### src/rtl/usb_irq_pkg.sv
package usb_irq_pkg;
    // Number of interrupt-capable endpoints (numbered 1..EP_COUNT).
    parameter int EP_COUNT = 5;
    // Event sources feeding each direction.
    parameter int IN_SRC_COUNT  = 3;
    parameter int OUT_SRC_COUNT = 2;
endpackage

### src/rtl/ep_event_merge.sv
// Reduces several per-endpoint event sources into one set pulse per endpoint.
module ep_event_merge #(
    parameter int N_EP  = usb_irq_pkg::EP_COUNT,
    parameter int N_SRC = 2
) (
    input  logic [N_SRC-1:0][N_EP-1:0] src_ev,
    output logic [N_EP-1:0]            ep_ev
);
    genvar e;
    generate
        for (e = 0; e < N_EP; e++) begin : g_ep
            logic [N_SRC-1:0] col;
            always_comb begin
                for (int s = 0; s < N_SRC; s++) col[s] = src_ev[s][e];
            end
            assign ep_ev[e] = |col;
        end
    endgenerate
endmodule

### src/rtl/ep_flag_bank.sv
// Sticky flag register: set has priority over clear.
module ep_flag_bank #(
    parameter int N_EP = usb_irq_pkg::EP_COUNT
) (
    input  logic            clk,
    input  logic            rst_n,
    input  logic [N_EP-1:0] set_vec,
    input  logic [N_EP-1:0] clr_vec,
    output logic [N_EP-1:0] flags
);
    always_ff @(posedge clk or negedge rst_n) begin
        if (!rst_n) flags <= '0;
        else        flags <= (flags & ~clr_vec) | set_vec;
    end

    // a set event is visible next cycle regardless of clear
    assert_set_wins_R5: assert property (@(posedge clk) disable iff (!rst_n)
        (set_vec != '0) |=> ((flags & $past(set_vec)) == $past(set_vec)));

    // flags without clear keep their value
    assert_sticky_R4: assert property (@(posedge clk) disable iff (!rst_n)
        1'b1 |=> ((($past(flags) & ~$past(clr_vec)) & ~flags) == '0));

    // a cleared flag with no set reads 0
    assert_clear_R4: assert property (@(posedge clk) disable iff (!rst_n)
        ((clr_vec & ~set_vec) != '0) |=> ((flags & $past(clr_vec & ~set_vec)) == '0));
endmodule

### src/rtl/irq_gate.sv
// CPU pending flag and the gated request line.
module irq_gate #(
    parameter int N_EP = usb_irq_pkg::EP_COUNT
) (
    input  logic            clk,
    input  logic            rst_n,
    input  logic [N_EP-1:0] in_ev,
    input  logic [N_EP-1:0] out_ev,
    input  logic [N_EP-1:0] in_mask,
    input  logic [N_EP-1:0] out_mask,
    input  logic [N_EP-1:0] in_flags,
    input  logic [N_EP-1:0] out_flags,
    input  logic            usb_irq_en,
    input  logic            pend_clr,
    output logic            pend,
    output logic            req
);
    logic ev_hit;
    logic flag_hit;

    assign ev_hit   = |((in_ev & in_mask) | (out_ev & out_mask));
    assign flag_hit = |((in_flags & in_mask) | (out_flags & out_mask));

    always_ff @(posedge clk or negedge rst_n) begin
        if (!rst_n) pend <= 1'b0;
        else        pend <= (pend & ~pend_clr) | ev_hit;
    end

    assign req = usb_irq_en & flag_hit;

    // pending only rises after an unmasked event
    assert_pend_source_R6: assert property (@(posedge clk) disable iff (!rst_n)
        $rose(pend) |-> $past(|((in_ev & in_mask) | (out_ev & out_mask))));

    // pending holds without a clear
    assert_pend_hold_R7: assert property (@(posedge clk) disable iff (!rst_n)
        (pend && !pend_clr) |=> pend);

    // request only with global enable
    assert_req_enable_R8: assert property (@(posedge clk) disable iff (!rst_n)
        req |-> usb_irq_en);

    // request needs a flag that is also unmasked
    assert_req_flag_R8: assert property (@(posedge clk) disable iff (!rst_n)
        req |-> ((in_flags & in_mask) != '0 || (out_flags & out_mask) != '0));
endmodule

### src/rtl/usb_ep_irq_agg.sv
module usb_ep_irq_agg #(
    parameter int N_EP = usb_irq_pkg::EP_COUNT
) (
    input  logic            clk,
    input  logic            rst_n,
    input  logic [N_EP-1:0] in_pkt_sent,
    input  logic [N_EP-1:0] in_stall_sent,
    input  logic [N_EP-1:0] in_flush,
    input  logic [N_EP-1:0] out_pkt_rcvd,
    input  logic [N_EP-1:0] out_stall_sent,
    input  logic [N_EP-1:0] in_mask,
    input  logic [N_EP-1:0] out_mask,
    input  logic            usb_irq_en,
    input  logic [N_EP-1:0] in_flag_clr,
    input  logic [N_EP-1:0] out_flag_clr,
    input  logic            cpu_pend_clr,
    output logic [N_EP-1:0] in_flags,
    output logic [N_EP-1:0] out_flags,
    output logic            cpu_pend,
    output logic            irq_req
);
    import usb_irq_pkg::*;

    localparam int IN_N  = IN_SRC_COUNT;
    localparam int OUT_N = OUT_SRC_COUNT;

    logic [IN_N-1:0][N_EP-1:0]  in_src;
    logic [OUT_N-1:0][N_EP-1:0] out_src;
    logic [N_EP-1:0]            in_ev;
    logic [N_EP-1:0]            out_ev;

    assign in_src  = {in_flush, in_stall_sent, in_pkt_sent};
    assign out_src = {out_stall_sent, out_pkt_rcvd};

    ep_event_merge #(.N_EP(N_EP), .N_SRC(IN_N)) u_in_merge (
        .src_ev (in_src),
        .ep_ev  (in_ev)
    );

    ep_event_merge #(.N_EP(N_EP), .N_SRC(OUT_N)) u_out_merge (
        .src_ev (out_src),
        .ep_ev  (out_ev)
    );

    ep_flag_bank #(.N_EP(N_EP)) u_in_bank (
        .clk     (clk),
        .rst_n   (rst_n),
        .set_vec (in_ev),
        .clr_vec (in_flag_clr),
        .flags   (in_flags)
    );

    ep_flag_bank #(.N_EP(N_EP)) u_out_bank (
        .clk     (clk),
        .rst_n   (rst_n),
        .set_vec (out_ev),
        .clr_vec (out_flag_clr),
        .flags   (out_flags)
    );

    irq_gate #(.N_EP(N_EP)) u_gate (
        .clk        (clk),
        .rst_n      (rst_n),
        .in_ev      (in_ev),
        .out_ev     (out_ev),
        .in_mask    (in_mask),
        .out_mask   (out_mask),
        .in_flags   (in_flags),
        .out_flags  (out_flags),
        .usb_irq_en (usb_irq_en),
        .pend_clr   (cpu_pend_clr),
        .pend       (cpu_pend),
        .req        (irq_req)
    );

    // an IN source event is recorded even when masked
    assert_in_latch_R2: assert property (@(posedge clk) disable iff (!rst_n)
        ((in_pkt_sent | in_stall_sent | in_flush) != '0)
        |=> ((in_flags & $past(in_pkt_sent | in_stall_sent | in_flush))
             == $past(in_pkt_sent | in_stall_sent | in_flush)));

    // an OUT source event is recorded even when masked
    assert_out_latch_R3: assert property (@(posedge clk) disable iff (!rst_n)
        ((out_pkt_rcvd | out_stall_sent) != '0)
        |=> ((out_flags & $past(out_pkt_rcvd | out_stall_sent))
             == $past(out_pkt_rcvd | out_stall_sent)));
endmodule

### config.mk
export PLATFORM = sky130hd
export DESIGN_NAME = usb_ep_irq_agg
export DESIGN_NICKNAME = d
export VERILOG_FILES = /design/src/rtl/usb_irq_pkg.sv /design/src/rtl/ep_event_merge.sv /design/src/rtl/ep_flag_bank.sv /design/src/rtl/irq_gate.sv /design/src/rtl/usb_ep_irq_agg.sv
export SDC_FILE = /design/constraint.sdc
export NUM_CORES = 1
export LEC_CHECK = 0
export BUFFER_PORTS_ARGS = -buffer_cell sky130_fd_sc_hd__buf_2
export CAP_MARGIN = 20
export CORE_ASPECT_RATIO = 1.4
export CORE_UTILIZATION = 29
export CTS_CLUSTER_DIAMETER = 60
export DETAILED_ROUTE_END_ITERATION = 10
export PLACE_DENSITY = 0.72
export SLEW_MARGIN = 20
export SYNTH_ARGS = -nofsm -noshare
export SYNTH_HDL_FRONTEND = slang
export SYNTH_SLANG_ARGS = --single-unit
### constraint.sdc
create_clock -name clk -period 1 [get_ports clk]
set_input_delay 0.2 -clock clk [delete_from_list [all_inputs] [get_ports clk]]
set_output_delay 0.2 -clock clk [all_outputs]
set_load 0.005 [all_outputs]
Word level (Yosys, flattened, before mapping) --
Index checks and enable logic that the tools add are counted.
Cells by class: bitwise gates (word level) 16, reductions and logical operators 12
Operator list (count):
- 5-bit AND | 6
- 5-bit bitwise OR | 4
- 3-bit OR reduction | 5
- 5-bit inverter | 2
- 2-bit OR reduction | 5
- 5-bit OR reduction | 2
- 1-bit AND | 2
- 1-bit inverter | 1
- 1-bit bitwise OR | 1
Word-level totals: register bits 11, bits of input ports 49, output and inout port bits 12, logic and storage cells 31

Depth between registers and ports, before layout --
Gate-level depths: netlist of the first run.
depth in word-level cells 5, mapped depth 3, gate-level depth less buffers 3

Modules after synthesis --
A second synthesis of the first run with hierarchy kept.
Second synthesis, totals: cells, all modules 56, area, all modules 565.5 µm²
Modules (own cells, without submodules):
- ep_flag_bank | times used 2, cells each 15, area each 181.4 µm², seq. area each 125.1 µm²
- irq_gate | times used 1, cells each 16, area each 140.1 µm², seq. area each 25.0 µm²
- ep_event_merge | times used 2, cells each 5, area each 31.3 µm², seq. area each 0.0 µm²

Least setup slack after synthesis of the first run --
Ideal clock, no wire load.
kind reg2out, from register u_in_bank.flags[3], to output port irq_req, data arrival time 0.907 ns, data required time 0.800 ns, slack -0.107 ns, stages on the path, launching flop included 4, buffers on the path 0, cell sequence dfrtp_1 -> a22o_1 -> a221oi_1 -> a31oi_1
On the way: word-level cells in the longest chain between the ends 4
Ends and longest elaborated chain:
- start, declared | RTL line ep_flag_bank.sv:9 | output logic [N_EP-1:0] flags
- start signal, assigned | RTL line ep_flag_bank.sv:13 | else flags <= (flags & ~clr_vec) | set_vec;
- 5-bit AND | RTL line irq_gate.sv:22 | assign flag_hit = |((in_flags & in_mask) | (out_flags & out_mask));
- 5-bit bitwise OR | RTL line irq_gate.sv:22
- 5-bit OR reduction | RTL line irq_gate.sv:22
- 1-bit AND | RTL line irq_gate.sv:29 | assign req = usb_irq_en & flag_hit;
- end, declared | RTL line usb_ep_irq_agg.sv:20 | output logic irq_req
Every way passes these cells.

Worst setup path in the final report of the first run --
from register u_in_bank.flags[0], to output port irq_req
The elaborated chain is that of the path after synthesis.

==> metrics, run 1 <==
status complete, but fails checks; failing checks negative setup slack; crit path DAT 1.30 ns; most common cell in the netlist o21ai_0; clock buffer count from CTS 3; EDFF count, synth 0; initial antenna violation count 0; htree depth 1; met1 GRT Util a little under 20%; Root Driver clkbuf_4; number of cell rows 18; met3 Use GR 2.48%; Final Skew 0 ns; max cap viols 0; global route hottest layer met2; Gate Count Post-Synth 63; largest net degree at the start of global routing 12; top cell type's share of synthesized area between 40 and 50%; Pins Over Slew Limit 0; worst path buffer plus inverter count 1; DR iter-0 viols 3; final setup fails 12; Post-Syn Area per Cell between 8 and 9 um^2; final wirelength 1840 um; Synth top cells by count 15 x o21ai_0, 14 x inv_1, 11 x dfrtp_1, 5 x nor2_1, 4 x nor3_1; total number of vias around 770; Startpoint Class flip-flop; Post-synth ARST share between 90% and 100%; DIE HEIGHT between 50 and 60 um; pwr/cell area roughly 900 nW/um^2; DRC violations left 0; Clock Latency Late Sink between 0.2 and 0.3 ns; crit-path cells a22o_1 > a221oi_2 > a31oi_1 > buf_2; CP max stage delay roughly 0.4 ns; I/O pins 61; Final ANT Viol Nets 0; Crit. End Element output port; maximum vdd drop between 0.0006 and 0.0007 V; M2 GR Usage roughly 33%; Distinct cells, synth 16; Final #Nets 192; RD Place Congestion between 0.5 and 0.6; worst setup path class flip-flop to output port; first drt pass iteration count 2; GRT Total Usage between 10% and 20%; I/O Buffers 60; Synth area leader dfrtp_1; vias in the first global route 650; multi-input logic area 249 um^2; cell area after synthesis roughly 560 um^2; HPWL Detailed about 1500 um; Slowest cell on crit path dfrtp_1; Chip Width around 39 um; Seq cells post-synth 11; Via density about 4.7; CTS clk-pin slew, worst paths approximately 0.060 ns; syn_nets approximately 110; LEAKAGE about 0.6 nW; Area Overhead vs Synth 101%; die area between 2000 and 2500 um^2; share of layout cells above drive strength 1 about 58%; critical path required time about 0.8 ns; Setup TNS -1.65 ns; final setup margin -0.497 ns; sequential cell area 275 um^2; fill cell count between 150 and 200; first-pass GRT wire length roughly 2500 um; final hold viol count 0; Starting Density 31.4%; Crit path max-delay family compound AO/OA/AOI/OAI gates; total grt overflow 0; clk buf depth 2; Tmin final 1.50 ns; routed len/inst 11.3 um; worst slew pin tran between 0.2 and 0.3 ns; dpl cell area ~980 um^2; # diodes 0; fmax 668 MHz; worst rel slew slack approximately 83%; CTS tree built; Finished Cell Area roughly 1100 um^2; worst-path fanout max 2; Hold Path Class primary input to flip-flop; Ys Warns 0; main area contributors after synthesis dfrtp_1 49%, o21ai_0 13%, inv_1 9.4%, nor3_1 3.6%, nor2_1 3.4%; RSZ-0062 raised after global routing yes; Post-synth top flop dfrtp_1; CTS Sinks 11; worst hold margin 0.112 ns; core region area approximately 1800 um^2; period utilization 150%; Seq/Total Area, Yosys about half
[final timing paths]
kind / start / endpoint / slack [ns] / cells after the start
max in group asynchronous: rst_n / u_in_bank.flags[1] / 0.47 / 2
setup / recovery: u_in_bank.flags[0] / irq_req / -0.50 / 4
min in group asynchronous: rst_n / u_out_bank.flags[2] / 0.32 / 2
setup reg to reg: u_gate.pend / u_gate.pend / -0.01 / 3
hold / removal: in_flag_clr[0] / u_in_bank.flags[0] / 0.11 / 2
hold reg to reg: u_out_bank.flags[4] / u_out_bank.flags[4] / 0.59 / 2
[metal layers]
layer	vias up	wire, um
li1	388	-
met1	343	697
met2	35	1010
met3	2	107
met4	0	19
met5	-	0
[power by group]
part           switching (mW)  internal, mW
registers              0.0117         0.460
clock network           0.145         0.154
logic                   0.100         0.155
[area by class of cell]
type	count	area share [%]
well taps	20	2.23
inverters	14	4.69
repair buffers	75	43.9
clock buffers	4	2.35
multi-input cells	38	22.2
flip-flops and latches	11	24.6
[through the flow]
stage | worst slack, ns | std cells | power [mW] | util [%]
2_1_floorplan | -0.0665 | 63 | 0.531 | -
3_3_place_gp | -0.198 | 154 | 0.694 | 55.0
3_5_place_dp | -0.191 | 154 | 0.700 | 55.0
4_1_cts | -0.476 | 160 | 1.03 | 61.7
5_1_grt | -0.561 | 162 | 1.09 | 62.9
6_report | -0.497 | 162 | 1.03 | 62.9
[cells by family after synthesis]
logic type / count (synthesis) / synth area share (%)
AOI/OAI and AO/OA: 26 / 30.3
buffers and inverters: 14 / 9.42
and+or+nand+nor: 12 / 11.0
DFF: 11 / 49.3
[repair_timing]
| item | 4_1_cts | 5_1_grt |
|---|---|---|
| gates resized for setup | 15 | 4 |
| buffers inserted | 6 | 3 |
| pin swaps | 3 | 1 |
| endpoints found under the setup margin | 12 | 13 |
| hold endpoints to repair | 11 | 0 |
| hold buffers | 1 | 0 |
[flip-flops by register name, indices dropped and copies added (netlist names)]
register,flops
u_gate.pend,1
u_out_bank.flags,5
u_in_bank.flags,5
[cells in the final DEF, fill, tap and decap left out, types with 2 or more instances in the layout]
| cell type | netlist | layout |
|---|---|---|
| a221oi_2 | 0 | 2 |
| a22o_1 | 2 | 2 |
| buf_2 | 0 | 52 |
| buf_4 | 0 | 7 |
| buf_6 | 0 | 15 |
| clkbuf_4 | 0 | 3 |
| dfrtp_1 | 11 | 11 |
| inv_1 | 14 | 13 |
| nor2_1 | 5 | 5 |
| nor3_1 | 4 | 4 |
| o21ai_0 | 15 | 14 |
| o31ai_1 | 2 | 2 |
Power figures use the tool's default switching activity.
==> run 2, diff against run 1 <==
==> constraint.sdc (replaced) <==
create_clock -name clk -period 1 [get_ports clk]
set_input_delay 0.2 -clock clk [delete_from_list [all_inputs] [get_ports clk]]
set_output_delay 0.2 -clock clk [all_outputs]
set_load 0.05 [all_outputs]
==> metrics, run 2 (same netlist as run 1, synthesis figures left out) <==
Crit. End Element output port (unchanged); RD Place Congestion 0.656 (was 0.596); fin cells 161 (was 162); Tmin final 1.65 ns (was 1.50 ns); Pins Over Slew Limit 0 (unchanged); die area 2110 um^2 (unchanged); status complete, but fails checks (unchanged); dpl cell area 1000 um^2 (was 978 um^2); leading cell type in the layout, fill and taps excluded buf_2 (unchanged); clk buf depth 2 (unchanged); # diodes 0 (unchanged); CP Launch Point u_in_bank.flags[0] (unchanged); worst rel slew slack 79.5% (was 82.7%); Final ANT Viol Nets 0 (unchanged); DIE HEIGHT 53.9 um (unchanged); clock buffer count from CTS 3 (unchanged); final setup margin -0.646 ns (was -0.497 ns); Placed Cells 154 (unchanged); Area Overhead vs Synth 116% (was 101%); total grt overflow 0 (unchanged); number of cell rows 18 (unchanged); Clock Latency Late Sink 0.26 ns (about the same); maximum vdd drop 0.000675 V (was 0.000655 V); Startpoint Class flip-flop (unchanged); Finished Cell Area 1210 um^2 (was 1120 um^2); GRT Total Usage 19.7% (was 18.2%); I/O Buffers 60 (unchanged); Chip Width 39.1 um (unchanged); Slowest cell on crit path dfrtp_2 (was dfrtp_1); critical path required time 0.80 ns (about the same); total number of vias 764 (was 768); Final Skew 0 ns (unchanged); final wirelength 1880 um (was 1840 um); I/O pins 61 (unchanged); htree depth 1 (unchanged); Via density 4.75 (was 4.74); Starting Density 31.4% (unchanged); final setup fails 13 (was 12); CTS clk-pin slew, worst paths 0.08 ns (was 0.06 ns); worst-path fanout max 2 (unchanged); Root Driver clkbuf_4 (unchanged); DRC violations left 0 (unchanged); r2r startpoint u_gate.pend (unchanged); RSZ-0062 raised after global routing yes (unchanged); period utilization 165% (was 150%); core region area 1780 um^2 (unchanged); largest net degree at the start of global routing 12 (unchanged); first-pass GRT wire length 2860 um (was 2530 um); CP max stage delay 0.42 ns (was 0.39 ns); final hold viol count 0 (unchanged); Final #Nets 191 (was 192); max cap viols 0 (unchanged); DR iter-0 viols 6 (was 3); worst slew pin tran 0.305 ns (was 0.257 ns); HPWL Detailed 1470 um (was 1500 um); initial antenna violation count 0 (unchanged); routed len/inst 11.7 um (was 11.3 um); crit path DAT 1.45 ns (was 1.30 ns); HP Start out_flag_clr[1] (was in_flag_clr[0]); CTS tree built (unchanged); crit-path cells a22o_1 > a221oi_2 > a31oi_4 > buf_6 (was a22o_1 > a221oi_2 > a31oi_1 > buf_2); most frequent cells in the layout 48 x buf_2, 14 x o21ai_0, 12 x inv_1, 12 x buf_6, 9 x buf_8 (was 52 x buf_2, 15 x buf_6, 14 x o21ai_0); first drt pass iteration count 3 (was 2); failing checks negative setup slack (unchanged); LEAKAGE 0.639 nW (was 0.613 nW); Top Registers u_in_bank.flags (5), u_out_bank.flags (5), u_gate.pend (1) (unchanged); Hold Path Class primary input to flip-flop (unchanged); share of layout cells above drive strength 1 66.0% (was 58.5%); worst reg2reg setup slack -0.04 ns (was -0.01 ns); pwr/cell area 929 nW/um^2 (was 916 nW/um^2); vias in the first global route 729 (was 650); CTS Sinks 11 (unchanged); fmax 608 MHz (was 668 MHz); worst setup path class flip-flop to output port (unchanged)
[run 2: cell count changes in the layout (fill, tap and decap cells not counted), sizes merged]
cell,before,now
clkinv,0,1
clkbuf,4,3
buf,74,73
[run 2: timing repair]
| item | in CTS | in global routing |
|---|---|---|
| setup endpoints to repair | 13 | 13 |
| setup buffers | 2 | 3 |
| hold endpoints to repair | 11 | 0 |
| hold buffers | 1 | 0 |
| resized for setup | 40 | 9 |
| gates cloned | 0 | 0 |
| pin swaps | 0 | 1 |
[run 2: final cells by class]
cell class | instances | area, um^2
Clock buffer | 3 | 22.5
Clock inverter | 1 | 5.00
Fill cell | 149 | 572
Inverter | 14 | 52.6
Multi-Input combinational cell | 38 | 268
Sequential cell | 11 | 284
Tap cell | 20 | 25.0
Timing Repair Buffer | 74 | 551
[run 2: path summary, 6_finish.rpt]
path,to,cells after the start
max,irq_req,4
max in group asynchronous,u_in_bank.flags[4],2
min,u_out_bank.flags[1],2
min reg2reg,u_in_bank.flags[4],2
max reg2reg,u_gate.pend,3
min in group asynchronous,u_out_bank.flags[4],2
[run 2: per-layer routing]
metal / wire length [um] / up-vias / part of all wire, % / GRT usage, %
met5: 0 / - / 0 / 0
met4: 11 / 0 / 0.59 / 8.62
met3: 154 / 2 / 8.2 / 5.37
met2: 1010 / 41 / 54 / 34.4
met1: 703 / 336 / 37 / 21.5
li1: - / 385 / - / -
[run 2: where the power goes]
part / switching (mW) / internal (mW)
Sequential: 0.0131 / 0.461
Combinational: 0.169 / 0.179
Clock: 0.152 / 0.148
[run 2: worst max-delay path, delay by kind of cell (launching register included)]
| kind | cells | cell delay [ns] |
|---|---|---|
| AOI/OAI and AO/OA | 3 | 0.60 |
| DFF | 1 | 0.42 |
| buffers and inverters | 1 | 0.17 |
[run 2: stage by stage]
step	utilization (%)	hold slack (ns)	TNS [ns]	setup WS (ns)	power, mW
2_1_floorplan	-	-0.0956	-0.545	-0.412	0.598
3_3_place_gp	56.3	0.0787	-0.557	-0.357	0.765
3_5_place_dp	56.3	0.0805	-0.592	-0.381	0.770
4_1_cts	66.5	0.0879	-2.10	-0.640	1.12
5_1_grt	67.9	0.0904	-2.68	-0.707	1.20
6_report	67.9	0.0987	-2.14	-0.646	1.12
